==> config.mk <==
export PLATFORM = sky130hd
export DESIGN_NAME = wdt_two_phase
export DESIGN_NICKNAME = d
export VERILOG_FILES = /design/src/rtl/wdt_pkg.sv /design/src/rtl/wdt_tick_gen.sv /design/src/rtl/wdt_phase_seq.sv /design/src/rtl/wdt_regs.sv /design/src/rtl/wdt_two_phase.sv
export SDC_FILE = /design/constraint.sdc
export NUM_CORES = 1
export LEC_CHECK = 0
export ABC_AREA = 0
export BUFFER_PORTS_ARGS = -buffer_cell sky130_fd_sc_hd__clkbuf_2
export CAP_MARGIN = 40
export CORE_ASPECT_RATIO = 0.8
export CORE_UTILIZATION = 40
export CTS_BUF_LIST = sky130_fd_sc_hd__clkbuf_16
export DETAILED_ROUTE_END_ITERATION = 6
export HOLD_SLACK_MARGIN = 0.02
export PLACE_DENSITY = 0.72
export SYNTH_ARGS = -nofsm -noshare
export SYNTH_HDL_FRONTEND = slang
export SYNTH_SLANG_ARGS = --single-unit
==> constraint.sdc <==
create_clock -name clk -period 2.9 [get_ports clk]
set_input_delay 0.145 -clock clk [delete_from_list [all_inputs] [get_ports clk]]
set_output_delay 0.145 -clock clk [all_outputs]
set_load 0.1 [all_outputs]
==> src/rtl/wdt_pkg.sv <==
package wdt_pkg;

    localparam int DATA_W  = 32;
    localparam int LIM_W   = 5;
    localparam int SCALE_W = 2;

    // Word index of each register (byte offset >> 2)
    localparam logic [1:0] IDX_KICK = 2'd0;
    localparam logic [1:0] IDX_STAT = 2'd1;
    localparam logic [1:0] IDX_CTRL = 2'd2;

    localparam int BIT_KICK  = 31;
    localparam int BIT_FLAG1 = 31;
    localparam int BIT_FLAG2 = 30;

    typedef enum logic [1:0] {
        MODE_SOC  = 2'd0,
        MODE_CPU  = 2'd1,
        MODE_SW   = 2'd2,
        MODE_RSVD = 2'd3
    } rst_mode_e;

    typedef enum logic {
        PH_ONE = 1'b0,
        PH_TWO = 1'b1
    } phase_e;

    typedef struct packed {
        logic               en;
        logic [SCALE_W-1:0] scale;
        logic [LIM_W-1:0]   lim1;
        logic [LIM_W-1:0]   lim2;
        rst_mode_e          mode;
    } ctrl_t;

    localparam ctrl_t CTRL_DEFAULT = '{en: 1'b0, scale: '0, lim1: '0, lim2: '0, mode: MODE_CPU};

    function automatic ctrl_t unpack_ctrl(input logic [DATA_W-1:0] w);
        ctrl_t c;
        c.en    = w[31];
        c.scale = w[30:29];
        c.lim1  = w[26:22];
        c.lim2  = w[19:15];
        c.mode  = rst_mode_e'(w[1:0]);
        return c;
    endfunction

    function automatic logic [DATA_W-1:0] pack_ctrl(input ctrl_t c);
        return {c.en, c.scale, 2'b00, c.lim1, 2'b00, c.lim2, 13'd0, c.mode};
    endfunction

    // Returns {sw, cpu, soc}; reserved code falls back to the whole-chip reset
    function automatic logic [2:0] mode_select(input rst_mode_e m);
        case (m)
            MODE_CPU: return 3'b010;
            MODE_SW:  return 3'b100;
            default:  return 3'b001;
        endcase
    endfunction

endpackage

==> src/rtl/wdt_tick_gen.sv <==
module wdt_tick_gen #(
    parameter int TICK_EXP = 25,
    parameter int SCALE_W  = 2
) (
    input  logic               clk,
    input  logic               rst,
    input  logic               run,
    input  logic               clr,
    input  logic [SCALE_W-1:0] scale,
    output logic               tick,
    output logic               idle
);
    localparam int PRE_W = (1 << SCALE_W) - 1;

    logic [TICK_EXP-1:0] base_cnt;
    logic [PRE_W-1:0]    pre_cnt;
    logic [PRE_W-1:0]    pre_last;
    logic                base_tick;

    assign pre_last  = (PRE_W'(1) << scale) - PRE_W'(1);
    assign base_tick = run && (&base_cnt);
    assign tick      = base_tick && (pre_cnt >= pre_last);
    assign idle      = (base_cnt == '0) && (pre_cnt == '0);

    always_ff @(posedge clk) begin
        if (rst || clr) begin
            base_cnt <= '0;
            pre_cnt  <= '0;
        end else if (run) begin
            base_cnt <= base_cnt + 1'b1;
            if (base_tick) begin
                pre_cnt <= (pre_cnt >= pre_last) ? '0 : pre_cnt + 1'b1;
            end
        end
    end
endmodule

==> src/rtl/wdt_phase_seq.sv <==
module wdt_phase_seq
    import wdt_pkg::*;
(
    input  logic             clk,
    input  logic             rst,
    input  logic             en,
    input  logic [LIM_W-1:0] lim1,
    input  logic [LIM_W-1:0] lim2,
    input  logic             tick,
    input  logic             kick,
    output phase_e           phase,
    output logic             run,
    output logic             clr,
    output logic             exp1,
    output logic             exp2,
    output logic             tcnt_zero
);
    logic [LIM_W-1:0] tcnt;
    logic             kick_ph1;
    logic             tick_ok;

    assign kick_ph1  = kick && (phase == PH_ONE);
    assign run       = en || (phase == PH_TWO);
    assign tick_ok   = tick && run && !kick_ph1;
    assign exp1      = tick_ok && (phase == PH_ONE) && (tcnt == lim1);
    assign exp2      = tick_ok && (phase == PH_TWO) && (tcnt == lim2);
    assign clr       = !run || kick_ph1 || exp2;
    assign tcnt_zero = (tcnt == '0);

    always_ff @(posedge clk) begin
        if (rst) begin
            phase <= PH_ONE;
            tcnt  <= '0;
        end else begin
            if (exp1)      phase <= PH_TWO;
            else if (exp2) phase <= PH_ONE;

            if (clr)            tcnt <= '0;
            else if (tick_ok)   tcnt <= (exp1 || exp2) ? '0 : tcnt + 1'b1;
        end
    end
endmodule

==> src/rtl/wdt_regs.sv <==
module wdt_regs
    import wdt_pkg::*;
#(
    parameter int ADDR_W = 4
) (
    input  logic              clk,
    input  logic              rst,
    input  logic              wr,
    input  logic [ADDR_W-1:0] addr,
    input  logic [DATA_W-1:0] wdata,
    input  logic              exp1,
    input  logic              exp2,
    output ctrl_t             ctrl,
    output logic              flag1,
    output logic              flag2,
    output logic              kick,
    output logic [DATA_W-1:0] rdata
);
    localparam int IDX_W = ADDR_W - 2;

    logic             aligned;
    logic [IDX_W-1:0] idx;
    logic             sel_kick, sel_stat, sel_ctrl;

    assign aligned  = (addr[1:0] == 2'b00);
    assign idx      = addr[ADDR_W-1:2];
    assign sel_kick = aligned && (idx == IDX_W'(IDX_KICK));
    assign sel_stat = aligned && (idx == IDX_W'(IDX_STAT));
    assign sel_ctrl = aligned && (idx == IDX_W'(IDX_CTRL));

    assign kick = wr && sel_kick && wdata[BIT_KICK];

    always_ff @(posedge clk) begin
        if (rst) begin
            ctrl  <= CTRL_DEFAULT;
            flag1 <= 1'b0;
            flag2 <= 1'b0;
        end else begin
            if (exp2)                  ctrl <= CTRL_DEFAULT;
            else if (wr && sel_ctrl)   ctrl <= unpack_ctrl(wdata);

            if (exp1)                                  flag1 <= 1'b1;
            else if (wr && sel_stat && wdata[BIT_FLAG1]) flag1 <= 1'b0;

            if (exp2)                                  flag2 <= 1'b1;
            else if (wr && sel_stat && wdata[BIT_FLAG2]) flag2 <= 1'b0;
        end
    end

    always_comb begin
        rdata = '0;
        if (sel_stat) begin
            rdata[BIT_FLAG1] = flag1;
            rdata[BIT_FLAG2] = flag2;
        end else if (sel_ctrl) begin
            rdata = pack_ctrl(ctrl);
        end
    end
endmodule

==> src/rtl/wdt_two_phase.sv <==
module wdt_two_phase
    import wdt_pkg::*;
#(
    parameter int TICK_EXP = 25,
    parameter int ADDR_W   = 4
) (
    input  logic              clk,
    input  logic              rst,
    input  logic              reg_wr,
    input  logic [ADDR_W-1:0] reg_addr,
    input  logic [31:0]       reg_wdata,
    output logic [31:0]       reg_rdata,
    output logic              irq_pre,
    output logic              rst_soc,
    output logic              rst_cpu,
    output logic              rst_sw
);
    ctrl_t   ctrl;
    phase_e  phase;
    logic    flag1, flag2, kick;
    logic    run, clr, tick, gen_idle, tcnt_zero;
    logic    exp1, exp2;
    logic    phase_two;
    logic [2:0] rst_q;

    wdt_regs #(.ADDR_W(ADDR_W)) u_regs (
        .clk   (clk),
        .rst   (rst),
        .wr    (reg_wr),
        .addr  (reg_addr),
        .wdata (reg_wdata),
        .exp1  (exp1),
        .exp2  (exp2),
        .ctrl  (ctrl),
        .flag1 (flag1),
        .flag2 (flag2),
        .kick  (kick),
        .rdata (reg_rdata)
    );

    wdt_tick_gen #(.TICK_EXP(TICK_EXP), .SCALE_W(SCALE_W)) u_tick (
        .clk   (clk),
        .rst   (rst),
        .run   (run),
        .clr   (clr),
        .scale (ctrl.scale),
        .tick  (tick),
        .idle  (gen_idle)
    );

    wdt_phase_seq u_seq (
        .clk       (clk),
        .rst       (rst),
        .en        (ctrl.en),
        .lim1      (ctrl.lim1),
        .lim2      (ctrl.lim2),
        .tick      (tick),
        .kick      (kick),
        .phase     (phase),
        .run       (run),
        .clr       (clr),
        .exp1      (exp1),
        .exp2      (exp2),
        .tcnt_zero (tcnt_zero)
    );

    assign phase_two = (phase == PH_TWO);

    always_ff @(posedge clk) begin
        if (rst)       rst_q <= '0;
        else if (exp2) rst_q <= mode_select(ctrl.mode);
        else           rst_q <= '0;
    end

    assign rst_soc = rst_q[0];
    assign rst_cpu = rst_q[1];
    assign rst_sw  = rst_q[2];
    assign irq_pre = flag1;
endmodule

* Word-level counts from Yosys, hierarchy flattened
Index checks and enable logic that the tools add are counted.
** Cells by class
- Add/subtract/negate cells :: 4
- Order comparisons :: 1
- Eq/ne operators :: 6
- Shifts and indexed selects :: 1
- Mux-type cells :: 12
- Bitwise operators :: 2
- Reduce and logical (&&, ||, !) cells :: 35
** Operators with widths (count)
- 32-bit 2-to-1 mux :: 1
- 30-bit 2-to-1 mux :: 1
- 25-bit by 1-bit adder with 25-bit output, second input constant :: 1
- 25-bit AND reduction :: 1
- 1-bit logical AND :: 18
- 5-bit == test :: 2
- 1-bit 2-to-1 mux :: 6
- 3-bit one-hot mux with 2 select lines :: 1
- 2-bit nonzero test :: 3
- 2-bit OR reduction :: 3
- 5-bit by 1-bit adder with 5-bit output, second input constant :: 1
- 1-bit logical OR :: 5
- 5-bit 2-to-1 mux :: 1
- 2-bit by 1-bit == test with 1-bit output, second input constant :: 2
- 2-bit == test, second input constant :: 2
- 2-bit logical NOT :: 2
- 3-bit by 1-bit adder with 3-bit output, second input constant :: 1
- 3-bit >= comparator :: 1
- 3-bit 2-to-1 mux :: 1
- 1-bit by 2-bit left shift with 3-bit output, first input constant :: 1
- 3-bit by 2-bit subtractor with 3-bit output, second input constant :: 1
- 1-bit logical NOT :: 2
- 2-bit 2-to-1 mux :: 1
- 1-bit NOT :: 2
- 2-bit AND reduction :: 1
** Storage, ports and cells
- Bits in registers :: 54
- Input port bits :: 39
- Output and inout port bits :: 36
- Word-level logic and storage cells :: 73

* Logic depth before layout (Yosys ltp)
Gate-level depths: netlist of the first run.
- Depth after elaboration :: 11
- Depth in mapped cells :: 10
- Depth with buffers taken out :: 8

* Hierarchy
From an unflattened synthesis of the first run, not the netlist that was laid out.
** Unflattened totals
- Cell total of the unflattened synthesis :: 354
- Area, all modules :: 3031.7 um2
** By module, submodules not included
- wdt_tick_gen :: times used 1, cells an instance 176, area each 1456.4 um2, sequential area each 560.5 um2
- wdt_regs :: times used 1, cells an instance 117, area each 935.9 um2, sequential area each 340.3 um2
- wdt_phase_seq :: times used 1, cells an instance 51, area each 520.5 um2, sequential area each 120.1 um2
- wdt_two_phase :: times used 1, cells an instance 10, area each 118.9 um2, sequential area each 60.1 um2

* Worst setup path before layout of the first run
Ideal clock, no wire load.
- Path kind :: register to register
- From :: reg u_regs.ctrl[13] (netlist name)
- To :: reg u_regs.ctrl[10] (netlist name)
- Setup time :: 115 ps
- Arrival :: 2043 ps
- Path slack :: 742 ps
- Stages on the path, launching flop included :: 11
- Clock period less this slack :: 2158 ps
- Cell sequence :: dfxtp_1 -> or2_2 -> ha_1 -> nor2b_1 -> o21ai_0 -> nand4b_4 -> or2_1 -> buf_6 -> nand2_4 -> buf_6 -> a21oi_2
** On the way
- Cells in the longest elaborated chain, start to end :: 9
** RTL lines
- 1-bit by 2-bit left shift with 3-bit output :: RTL line wdt_tick_gen.sv:20 : assign pre_last = (PRE_W'(1) << scale) - PRE_W'(1);
- 3-bit by 2-bit subtractor with 3-bit output :: RTL line wdt_tick_gen.sv:20
- 3-bit >= comparator :: RTL line wdt_tick_gen.sv:22 : assign tick = base_tick && (pre_cnt >= pre_last);
- 1-bit logical AND :: RTL line wdt_tick_gen.sv:22
- 1-bit logical AND (2 in a row) :: RTL line wdt_phase_seq.sv:24 : assign tick_ok = tick && run && !kick_ph1;
- 1-bit logical AND (2 in a row) :: RTL line wdt_phase_seq.sv:26 : assign exp2 = tick_ok && (phase == PH_TWO) && (tcnt == lim2);
- 2-bit OR reduction (no line)
Every way passes these cells.
A chain may end at the register's enable or synchronous reset.

* Worst setup path after layout of the first run
- From :: reg u_regs.ctrl[13] (netlist name)
- To :: reg u_tick.base_cnt[13]
** On the way
- Cells in the longest elaborated chain, start to end :: 10
** RTL lines
- 1-bit by 2-bit left shift with 3-bit output :: RTL line wdt_tick_gen.sv:20
- 3-bit by 2-bit subtractor with 3-bit output :: RTL line wdt_tick_gen.sv:20
- 3-bit >= comparator :: RTL line wdt_tick_gen.sv:22
- 1-bit logical AND :: RTL line wdt_tick_gen.sv:22
- 1-bit logical AND (2 in a row) :: RTL line wdt_phase_seq.sv:24
- 1-bit logical AND (2 in a row) :: RTL line wdt_phase_seq.sv:26
- 1-bit logical OR :: RTL line wdt_phase_seq.sv:27 : assign clr = !run || kick_ph1 || exp2;
- 1-bit logical OR :: RTL line wdt_tick_gen.sv:26 : if (rst || clr) begin
- to (signal assigned) :: RTL line wdt_tick_gen.sv:30 : base_cnt <= base_cnt + 1'b1;
- to (decl) :: RTL line wdt_tick_gen.sv:15 : logic [TICK_EXP-1:0] base_cnt;
Every way passes these cells.

==> impl_metrics.csv, run 1 <==
group,metric,value,unit
status,outcome,"completed",
clock_network,post_cts.repair.setup_buffers,0,
clock_network,clk_pin_slew,0.07,ns
pwr,power.density,465.0,nW/um2
timing,setup_violations,0,
global_routing,grt_max_degree,24,
global_routing,antenna_found_initial,0,
worst_hold_path,worstHoldStart,"reg_wdata[19]",
worst_setup_path,cp.required,3.06,ns
detailed_routing,drt-total-wl,5.459,mm
worst_setup_path,start_kind,"register",
logic_synthesis,syn_area_per_cell,8.621,um2
place,place.gp.congestion,0.7881,
flow_run,cap_viol_max_count,0,
clock_network,cts_hold_buf,0,
floorplanning,die_w,95.86,um
logic_synthesis,ys_seq_area_share,38.35,%
worst_setup_path,critPathTopFamily,"simple AND/OR/NAND/NOR gates",
place,port_buffers,40,
worst_setup_path,cp_slowest_stage_delay,0.45,ns
floorplanning,die_height,77.09,um
finish,drive_above_1_share,19.78,%
floorplanning,ios,75,
worst_setup_path,critical_path_class,"register to register",
timing,clock_skew,0.006625,ns
clock_network,clock_sinks,54,
global_routing,grt_pass1_wl,9.494,mm
floorplanning,die_area,7389,um2
detailed_routing,wire_per_inst,12.19,um
worst_setup_path,crit_start,"u_regs.ctrl[13]$_SDFFE_PP0P_",
finish,syn2layout_area_growth,11.32,%
global_routing,grt_pass1_vias,2168,
detailed_routing,ant_nets,0,
worst_hold_path,hold_path_class,"primary input to register",
detailed_routing,via_per_inst,4.967,
logic_synthesis,async_reset_ff_share,0,%
floorplanning,rows,26,
detailed_routing,drc,0,
finish,final_area,3138,um2
logic_synthesis,ys_warn_count,0,
place,placed_cell_area,2998,um2
logic_synthesis,yosysUniqueCellTypes,48,
worst_setup_path,path_cells,"or2_2 -> ha_1 -> nor2b_1 -> o21ai_0 -> nand4b_4 -> or2_1 -> nand2b_4 -> nor2_1",
finish,diodes,0,
logic_synthesis,synth_area,2819,um2
clock_network,htreeDepth,2,
worst_setup_path,end_kind,"register",
global_routing,overflow,0,
pwr,leakagePower,1.237,nW
place,dp_hpwl,4.136,mm
clock_network,insertion_delay,0.28,ns
finish,fin_util,47.52,%
finish,fin_nets,411,
timing,layout_min_cycle_time,2.569,ns
clock_network,cts_tree,"yes",
clock_network,cts_resized,0,
timing,hold_viol,0,
worst_setup_path,r2r_start,"u_regs.ctrl[13]$_SDFFE_PP0P_",
timing,fmax,389.2,MHz
logic_synthesis,ys.flop_type,"dfxtp_1",
timing,rsz0062_at_grt,"false",
logic_synthesis,synth_area_leaders,"dfxtp_1 38%, xor2_1 6.5%, nand2_1 5.9%",
finish,final_common_cell,"dfxtp_1",
timing,finalCritPeriodShare,88.59,%
timing,whs,0.07486,ns
finish,layout_common_cells,"54 x dfxtp_1, 44 x nand2_1, 40 x nor2_1, 40 x clkbuf_2, 21 x xor2_1",
worst_setup_path,crit_fanout,23,
clock_network,clock_path_buffers,2,
logic_synthesis,ys_ff_latch,54,
timing,slew_violations,0,
logic_synthesis,synth_edf_count,0,
timing,tightest_slew,0.8317,ns
detailed_routing,drtIter0Drc,87,
worst_setup_path,path_buf_inv,0,
pwr,vdd_drop_max,0.3195,mV
timing,max-slew-margin-rel,44.52,%
clock_network,cts_made_buffers,5,
worst_setup_path,cp_slowest_cell,"o21ai_0",
logic_synthesis,synth_top_cell_area_share,38.35,%
logic_synthesis,syn_inst,327,
floorplanning,start_util,42.69,%
global_routing,track_usage,15.95,%
clock_network,cts-root-buf,"clkbuf_16",
logic_synthesis,yosys.area.top_type,"dfxtp_1",
detailed_routing,first_pass_iters,4,
detailed_routing,via_count,2225,
worst_setup_path,crit_arrival,2.73,ns
pwr,power,1.459,mW
timing,setup-tns-final,0,ns
floorplanning,core-area,6604,um2
per-layer routing:
metal	global-route usage [%]	up-vias	share of wire, %
met5	0	-	0
met4	3.582	0	0.66
met3	2.778	2	3.8
met2	25.93	41	47
met1	21.86	1043	49
li1	-	1139	-
worst min-delay path, delay by kind of cell:
| family | cells | cell delay (ns) |
|---|---|---|
| AND/OR/NAND/NOR | 1 | 0.04 |
| buffers and inverters | 1 | 0.08 |
| AO/OA/AOI/OAI | 1 | 0.05 |
metrics by stage:
step                      worst slack, ns  std cells
final                              0.3308        448
after CTS                          0.3159        448
after detailed placement           0.3275        441
after global placement             0.3766        441
after floorplan                    0.7420        343
after global routing               0.1281        448
state kept, by name, summed over array words and instances, names as in the netlist:
register and flops:
u_seq.tcnt 5, u_regs.flag2 1, u_regs.ctrl 15, u_seq.phase 1, u_regs.flag1 1, rst_q 3
u_tick.pre_cnt 3, u_tick.base_cnt 25
report_power, final:
part / internal, mW / leakage (nW) / switching [mW]
clock: 0.315 / 0.0619 / 0.253
sequential: 0.744 / 0.435 / 0.00291
combinational: 0.0193 / 0.740 / 0.125
total: 1.08 / 1.24 / 0.381
kinds of logic after synthesis:
logic type               share of synthesized area [%]
XOR/XNOR                                         10.87
flip-flops                                       38.35
AND/OR/NAND/NOR                                  30.18
AO/OA/AOI/OAI                                    8.700
buffers and inverters                            8.211
other                                           0.1330
adder cells (fa/ha/maj)                          3.551
synth_stat cells (2+ instances only):
master     n
clkbuf_1   4
nand2_1   44
and4_1     2
nor3_1     2
a31o_2     3
dfxtp_1   54
o21ai_0    4
buf_4     17
and2_1    17
xnor2_1   14
a21oi_2   10
a22o_1     2
nor4b_2    2
a21oi_1   11
inv_1      8
ha_1       8
nand4_2    2
nand4_1   10
nand3_1   16
buf_2      2
buf_6      4
and3_1     2
nor2_1    40
xor2_1    21
or2_1      2
nor4_1     4
worst paths after layout:
| kind | to | slack, ns | depth (start not counted) |
|---|---|---|---|
| max | u_tick.base_cnt[13]$_SDFFE_PP0N_ | 0.33 | 8 |
| min | u_regs.ctrl[6]$_SDFFE_PP0P_ | 0.07 | 3 |
| max reg2reg | u_tick.base_cnt[13]$_SDFFE_PP0N_ | 0.33 | 8 |
| min reg2reg | u_tick.pre_cnt[0]$_SDFFE_PP0P_ | 0.48 | 2 |
area by class of cell:
cell class,instances,area (um2)
clock buffer,5,125.1
fill,660,3466
sequential,54,1081
timing repair buffer,42,215.2
clock inverter,2,15.01
multi-input combinational,253,1567
tap,84,105.1
inverter,8,30.03
Power figures use the tool's default switching activity.
==> run 2, diff against run 1 <==
--- a/config.mk
+++ b/config.mk
@@ -14,6 +14,7 @@
 export DETAILED_ROUTE_END_ITERATION = 6
 export HOLD_SLACK_MARGIN = 0.02
 export PLACE_DENSITY = 0.72
+export REMOVE_ABC_BUFFERS = 1
 export SYNTH_ARGS = -nofsm -noshare
 export SYNTH_HDL_FRONTEND = slang
 export SYNTH_SLANG_ARGS = --single-unit
==> impl_metrics.csv, run 2 (synthesized netlist as in run 1, its figures left out) <==
group,metric,value,unit
floorplanning,die_w,95.86,um
finish,largestRegisters,"u_tick.base_cnt (25), u_regs.ctrl (15), u_seq.tcnt (5)",
timing,fin_ws,0.4131,ns
finish,final_common_cell,"dfxtp_1",
floorplanning,ios,75,
clock_network,htreeDepth,2,
floorplanning,die_area,7389,um2
global_routing,overflow,0,
finish,largest_register_ffs,25,
detailed_routing,via_count,2224,
clock_network,clock_path_buffers,2,
timing,hold_viol,0,
place,placed_cell_area,3005,um2
timing,max-slew-margin-rel,44.23,%
clock_network,cts-root-buf,"clkbuf_16",
finish,regMostFlops,"u_tick.base_cnt",
global_routing,antenna_found_initial,0,
clock_network,insertion_delay,0.29,ns
pwr,vdd_drop_max,0.2583,mV
global_routing,grt_pass1_vias,2103,
clock_network,cts_hold_buf,0,
global_routing,grt_max_degree,24,
worst_hold_path,hold_path_class,"primary input to register",
place,place.gp.congestion,0.8380,
worst_setup_path,cp.required,3.07,ns
clock_network,cts_tree,"yes",
status,outcome,"completed",
finish,final_area,3168,um2
floorplanning,core-area,6604,um2
worst_setup_path,start_kind,"register",
worst_setup_path,critical_path_class,"register to register",
finish,drive_above_1_share,19.67,%
timing,setup-tns-final,0,ns
detailed_routing,ant_nets,0,
floorplanning,rows,26,
place,dp_hpwl,4.165,mm
place,place_ws,0.4397,ns
worst_setup_path,crit_fanout,23,
clock_network,cts_made_buffers,5,
detailed_routing,first_pass_iters,4,
floorplanning,die_height,77.09,um
pwr,leakagePower,1.266,nW
clock_network,clock_sinks,54,
worst_setup_path,end_kind,"register",
timing,tightest_slew,0.8250,ns
timing,setup_violations,0,
timing,layout_min_cycle_time,2.487,ns
finish,diodes,0,
finish,syn2layout_area_growth,12.38,%
place,port_buffers,40,
detailed_routing,drt-total-wl,5.494,mm
timing,finalCritPeriodShare,85.76,%
global_routing,track_usage,16.74,%
clock_network,cts_resized,0,
floorplanning,start_util,42.69,%
global_routing,grt_pass1_wl,9.729,mm
timing,rsz0062_at_grt,"false",
timing,fmax,402.1,MHz
detailed_routing,via_per_inst,4.942,
finish,fin_nets,412,
detailed_routing,wire_per_inst,12.21,um
timing,slew_violations,0,
worst_setup_path,crit_arrival,2.65,ns
flow_run,cap_viol_max_count,0,
timing,clock_skew,0.008060,ns
pwr,power,1.544,mW
pwr,power.density,487.3,nW/um2
finish,layout_common_cells,"54 x dfxtp_1, 44 x nand2_1, 40 x nor2_1, 40 x clkbuf_2, 21 x xor2_1",
detailed_routing,drc,0,
clock_network,clk_pin_slew,0.07,ns
detailed_routing,drtIter0Drc,93,
clock_network,post_cts.repair.setup_buffers,0,
run 2: power breakdown:
group	switching [mW]	total (mW)	internal [mW]
combinational	0.126	0.146	0.0195
sequential	0.00277	0.747	0.744
clock	0.250	0.651	0.401
total	0.379	1.54	1.16
run 2: final cells by class:
cell class / instances / area, um2
inverter: 8 / 30.03
sequential: 54 / 1081
timing repair buffer: 43 / 222.7
clock inverter: 3 / 37.54
fill: 631 / 3436
multi-input combinational: 253 / 1567
clock buffer: 5 / 125.1
tap: 84 / 105.1
run 2: worst max-delay path, stage by stage (launching register included):
cell and delay (ns):
dfxtp_1 0.34, or2_2 0.31, ha_1 0.28, nor2b_1 0.05, o21ai_0 0.40, nand4b_4 0.19
or2_1 0.40, nand2b_4 0.30, nor2_1 0.09
run 2: path summary, 6_finish.rpt:
check	slack (ns)	from	endpoint	cells past startpoint
worst min-delay path	0.08	reg_wdata[26]	u_regs.ctrl[11]$_SDFFE_PP0P_	3
worst min register to register	0.47	u_tick.base_cnt[0]$_SDFFE_PP0N_	u_tick.base_cnt[0]$_SDFFE_PP0N_	1
worst max-delay path	0.41	u_regs.ctrl[13]$_SDFFE_PP0P_	u_tick.base_cnt[11]$_SDFFE_PP0N_	8
worst max register to register	0.41	u_regs.ctrl[13]$_SDFFE_PP0P_	u_tick.base_cnt[11]$_SDFFE_PP0N_	8
run 2: per-stage QoR:
stage / hold WS [ns] / cells / utilization (%)
final: 0.07664 / 450 / 47.97
after global routing: 0.08399 / 450 / 47.97
after CTS: 0.06862 / 450 / 47.97
after detailed placement: 0.3742 / 442 / 45.51
after global placement: 0.3779 / 442 / 45.51
after floorplan: 0.2810 / 315 / -
run 2: metal layers:
layer / vias to the layer above / track usage [%] / part of all wire, %
met5: - / 0 / 0
met3: 6 / 3.274 / 5.0
met1: 1019 / 23.98 / 51
met4: 0 / 5.821 / 1.5
met2: 59 / 24.71 / 43
li1: 1140 / - / -
==> run 3, diff against run 2 <==
--- a/config.mk
+++ b/config.mk
@@ -9,6 +9,7 @@
 export BUFFER_PORTS_ARGS = -buffer_cell sky130_fd_sc_hd__clkbuf_2
 export CAP_MARGIN = 40
 export CORE_ASPECT_RATIO = 0.8
+export CORE_MARGIN = 2
 export CORE_UTILIZATION = 40
 export CTS_BUF_LIST = sky130_fd_sc_hd__clkbuf_16
 export DETAILED_ROUTE_END_ITERATION = 6
==> impl_metrics.csv, run 3 (synthesized netlist as in run 1, its figures left out) <==
group,metric,value,unit
timing,max-slew-margin-rel,43.98,%
place,placed_cell_area,3002,um2
worst_setup_path,regToRegSetupSlack,0.39,ns
worst_setup_path,crit_arrival,2.68,ns
finish,layout_common_cells,"54 x dfxtp_1, 44 x nand2_1, 40 x nor2_1, 40 x clkbuf_2, 21 x xor2_1",
clock_network,clk_pin_slew,0.07,ns
finish,regMostFlops,"u_tick.base_cnt",
clock_network,clock_path_buffers,2,
worst_hold_path,worstHoldStart,"reg_wdata[26]",
flow_run,cap_viol_max_count,0,
pwr,p_int,1.076,mW
clock_network,htreeDepth,2,
detailed_routing,drc,0,
global_routing,antenna_found_initial,0,
detailed_routing,via_count,2228,
finish,diodes,0,
worst_setup_path,critical_path_class,"register to register",
clock_network,cts-root-buf,"clkbuf_16",
floorplanning,die_area,7739,um2
status,outcome,"completed",
detailed_routing,ant_nets,0,
finish,final_area,3139,um2
floorplanning,ios,75,
clock_network,cts_tree,"yes",
floorplanning,die_height,79.09,um
timing,rsz0062_at_grt,"false",
timing,slew_violations,0,
finish,largest_register_ffs,25,
timing,layout_min_cycle_time,2.511,ns
worst_hold_path,hold_path_class,"primary input to register",
pwr,swShare,26.29,%
worst_setup_path,start_kind,"register",
place,place.gp.congestion,0.8063,
detailed_routing,drt-total-wl,5.726,mm
place,port_buffers,40,
finish,largestRegisters,"u_tick.base_cnt (25), u_regs.ctrl (15), u_seq.tcnt (5)",
floorplanning,core-area,6858,um2
detailed_routing,first_pass_iters,4,
clock_network,post_cts.repair.setup_buffers,0,
worst_setup_path,end_kind,"register",
worst_setup_path,r2r_end,"u_tick.base_cnt[8]$_SDFFE_PP0N_",
timing,setup-tns-final,0,ns
global_routing,grt_pass1_vias,2089,
worst_hold_path,holdPathEnd,"u_regs.ctrl[11]$_SDFFE_PP0P_",
global_routing,overflow,0,
pwr,power_frac_comb,9.9,%
timing,hold_viol,0,
worst_setup_path,ff2ff_path_depth,8,
pwr,power.density,465.0,nW/um2
place,place_inst,444,
finish,final_cells,452,
clock_network,cts_hold_buf,0,
timing,clock_skew,0.006574,ns
global_routing,track_usage,15.01,%
global_routing,grt_pass1_wl,9.577,mm
timing,fmax,398.3,MHz
worst_setup_path,r2r_start,"u_regs.ctrl[13]$_SDFFE_PP0P_",
finish,drive_above_1_share,19.45,%
place,dp_hpwl,4.283,mm
finish,syn2layout_area_growth,11.36,%
worst_setup_path,cp.required,3.07,ns
floorplanning,rows,27,
timing,finalCritPeriodShare,86.57,%
global_routing,grt_max_degree,24,
detailed_routing,drtIter0Drc,110,
clock_network,cts_made_buffers,5,
clock_network,insertion_delay,0.29,ns
finish,final_common_cell,"dfxtp_1",
worst_hold_path,min_delay_path_depth,3,
finish,fin_nets,411,
detailed_routing,via_per_inst,4.929,
timing,setup_violations,0,
detailed_routing,wire_per_inst,12.67,um
pwr,vdd_drop_max,0.2658,mV
pwr,leakagePower,1.246,nW
pwr,netSwitchingPower,0.3838,mW
pwr,pwr-share-clk,38.9,%
timing,tightest_slew,0.8399,ns
pwr,p_seq_share,51.1,%
finish,fin_util,45.78,%
finish,fill_cells,677,
floorplanning,start_util,41.11,%
clock_network,clock_sinks,54,
worst_setup_path,crit_fanout,23,
clock_network,cts_resized,0,
floorplanning,die_w,97.86,um
[run 3: cell type report]
| type | instances | area, um2 | share of cell area (%) |
|---|---|---|---|
| clock buffers | 5 | 125.1 | 3.986 |
| clock inverters | 3 | 12.51 | 0.3986 |
| inverters | 8 | 30.03 | 0.9566 |
| multi-input cells | 253 | 1567 | 49.90 |
| flip-flops and latches | 54 | 1081 | 34.44 |
| well taps | 87 | 108.9 | 3.468 |
| repair buffers | 42 | 215.2 | 6.855 |
[run 3: worst max-delay path by stage]
stage | start | end
after floorplan | u_regs.ctrl[13]$_SDFFE_PP0P_ | u_tick.base_cnt[10]$_SDFFE_PP0N_
after detailed placement | u_regs.ctrl[13]$_SDFFE_PP0P_ | u_tick.base_cnt[23]$_SDFFE_PP0N_
final | u_regs.ctrl[13]$_SDFFE_PP0P_ | u_tick.base_cnt[8]$_SDFFE_PP0N_
after global placement | u_regs.ctrl[13]$_SDFFE_PP0P_ | u_tick.base_cnt[13]$_SDFFE_PP0N_
after global routing | u_regs.ctrl[13]$_SDFFE_PP0P_ | u_tick.base_cnt[9]$_SDFFE_PP0N_
after CTS | u_regs.ctrl[13]$_SDFFE_PP0P_ | u_tick.base_cnt[23]$_SDFFE_PP0N_
[run 3: per-layer routing]
layer	vias to the layer above	track usage (%)	part of all wire, %
li1	1134	-	-
met1	1031	19.97	49
met2	57	24.38	45
met3	6	3.521	4.7
met4	0	4.444	1.0
met5	-	0	0
[run 3: through the flow]
stage | power, mW | hold slack [ns] | worst slack (ns)
floorplan | 0.8831 | 0.2810 | 0.7534
global placement | 0.9075 | 0.3706 | 0.4690
detailed placement | 0.9083 | 0.3791 | 0.3790
CTS | 1.465 | 0.07472 | 0.3648
global route | 1.506 | 0.07992 | 0.2526
finish | 1.460 | 0.07882 | 0.3893
[run 3: power groups by stage]
stage | combinational [mW] | sequential [mW] | clock [mW]
floorplan | 0.120 | 0.763 | 0
global placement | 0.144 | 0.764 | 0
detailed placement | 0.144 | 0.764 | 0
CTS | 0.145 | 0.747 | 0.573
global route | 0.151 | 0.747 | 0.608
finish | 0.145 | 0.747 | 0.568
[run 3: critical path: stages, from the launching register on]
cell      delay, ns
dfxtp_1        0.35
or2_2          0.31
ha_1           0.28
nor2b_1        0.05
o21ai_0        0.45
nand4b_4       0.20
or2_1          0.39
nand2b_4       0.28
nor2_1         0.09
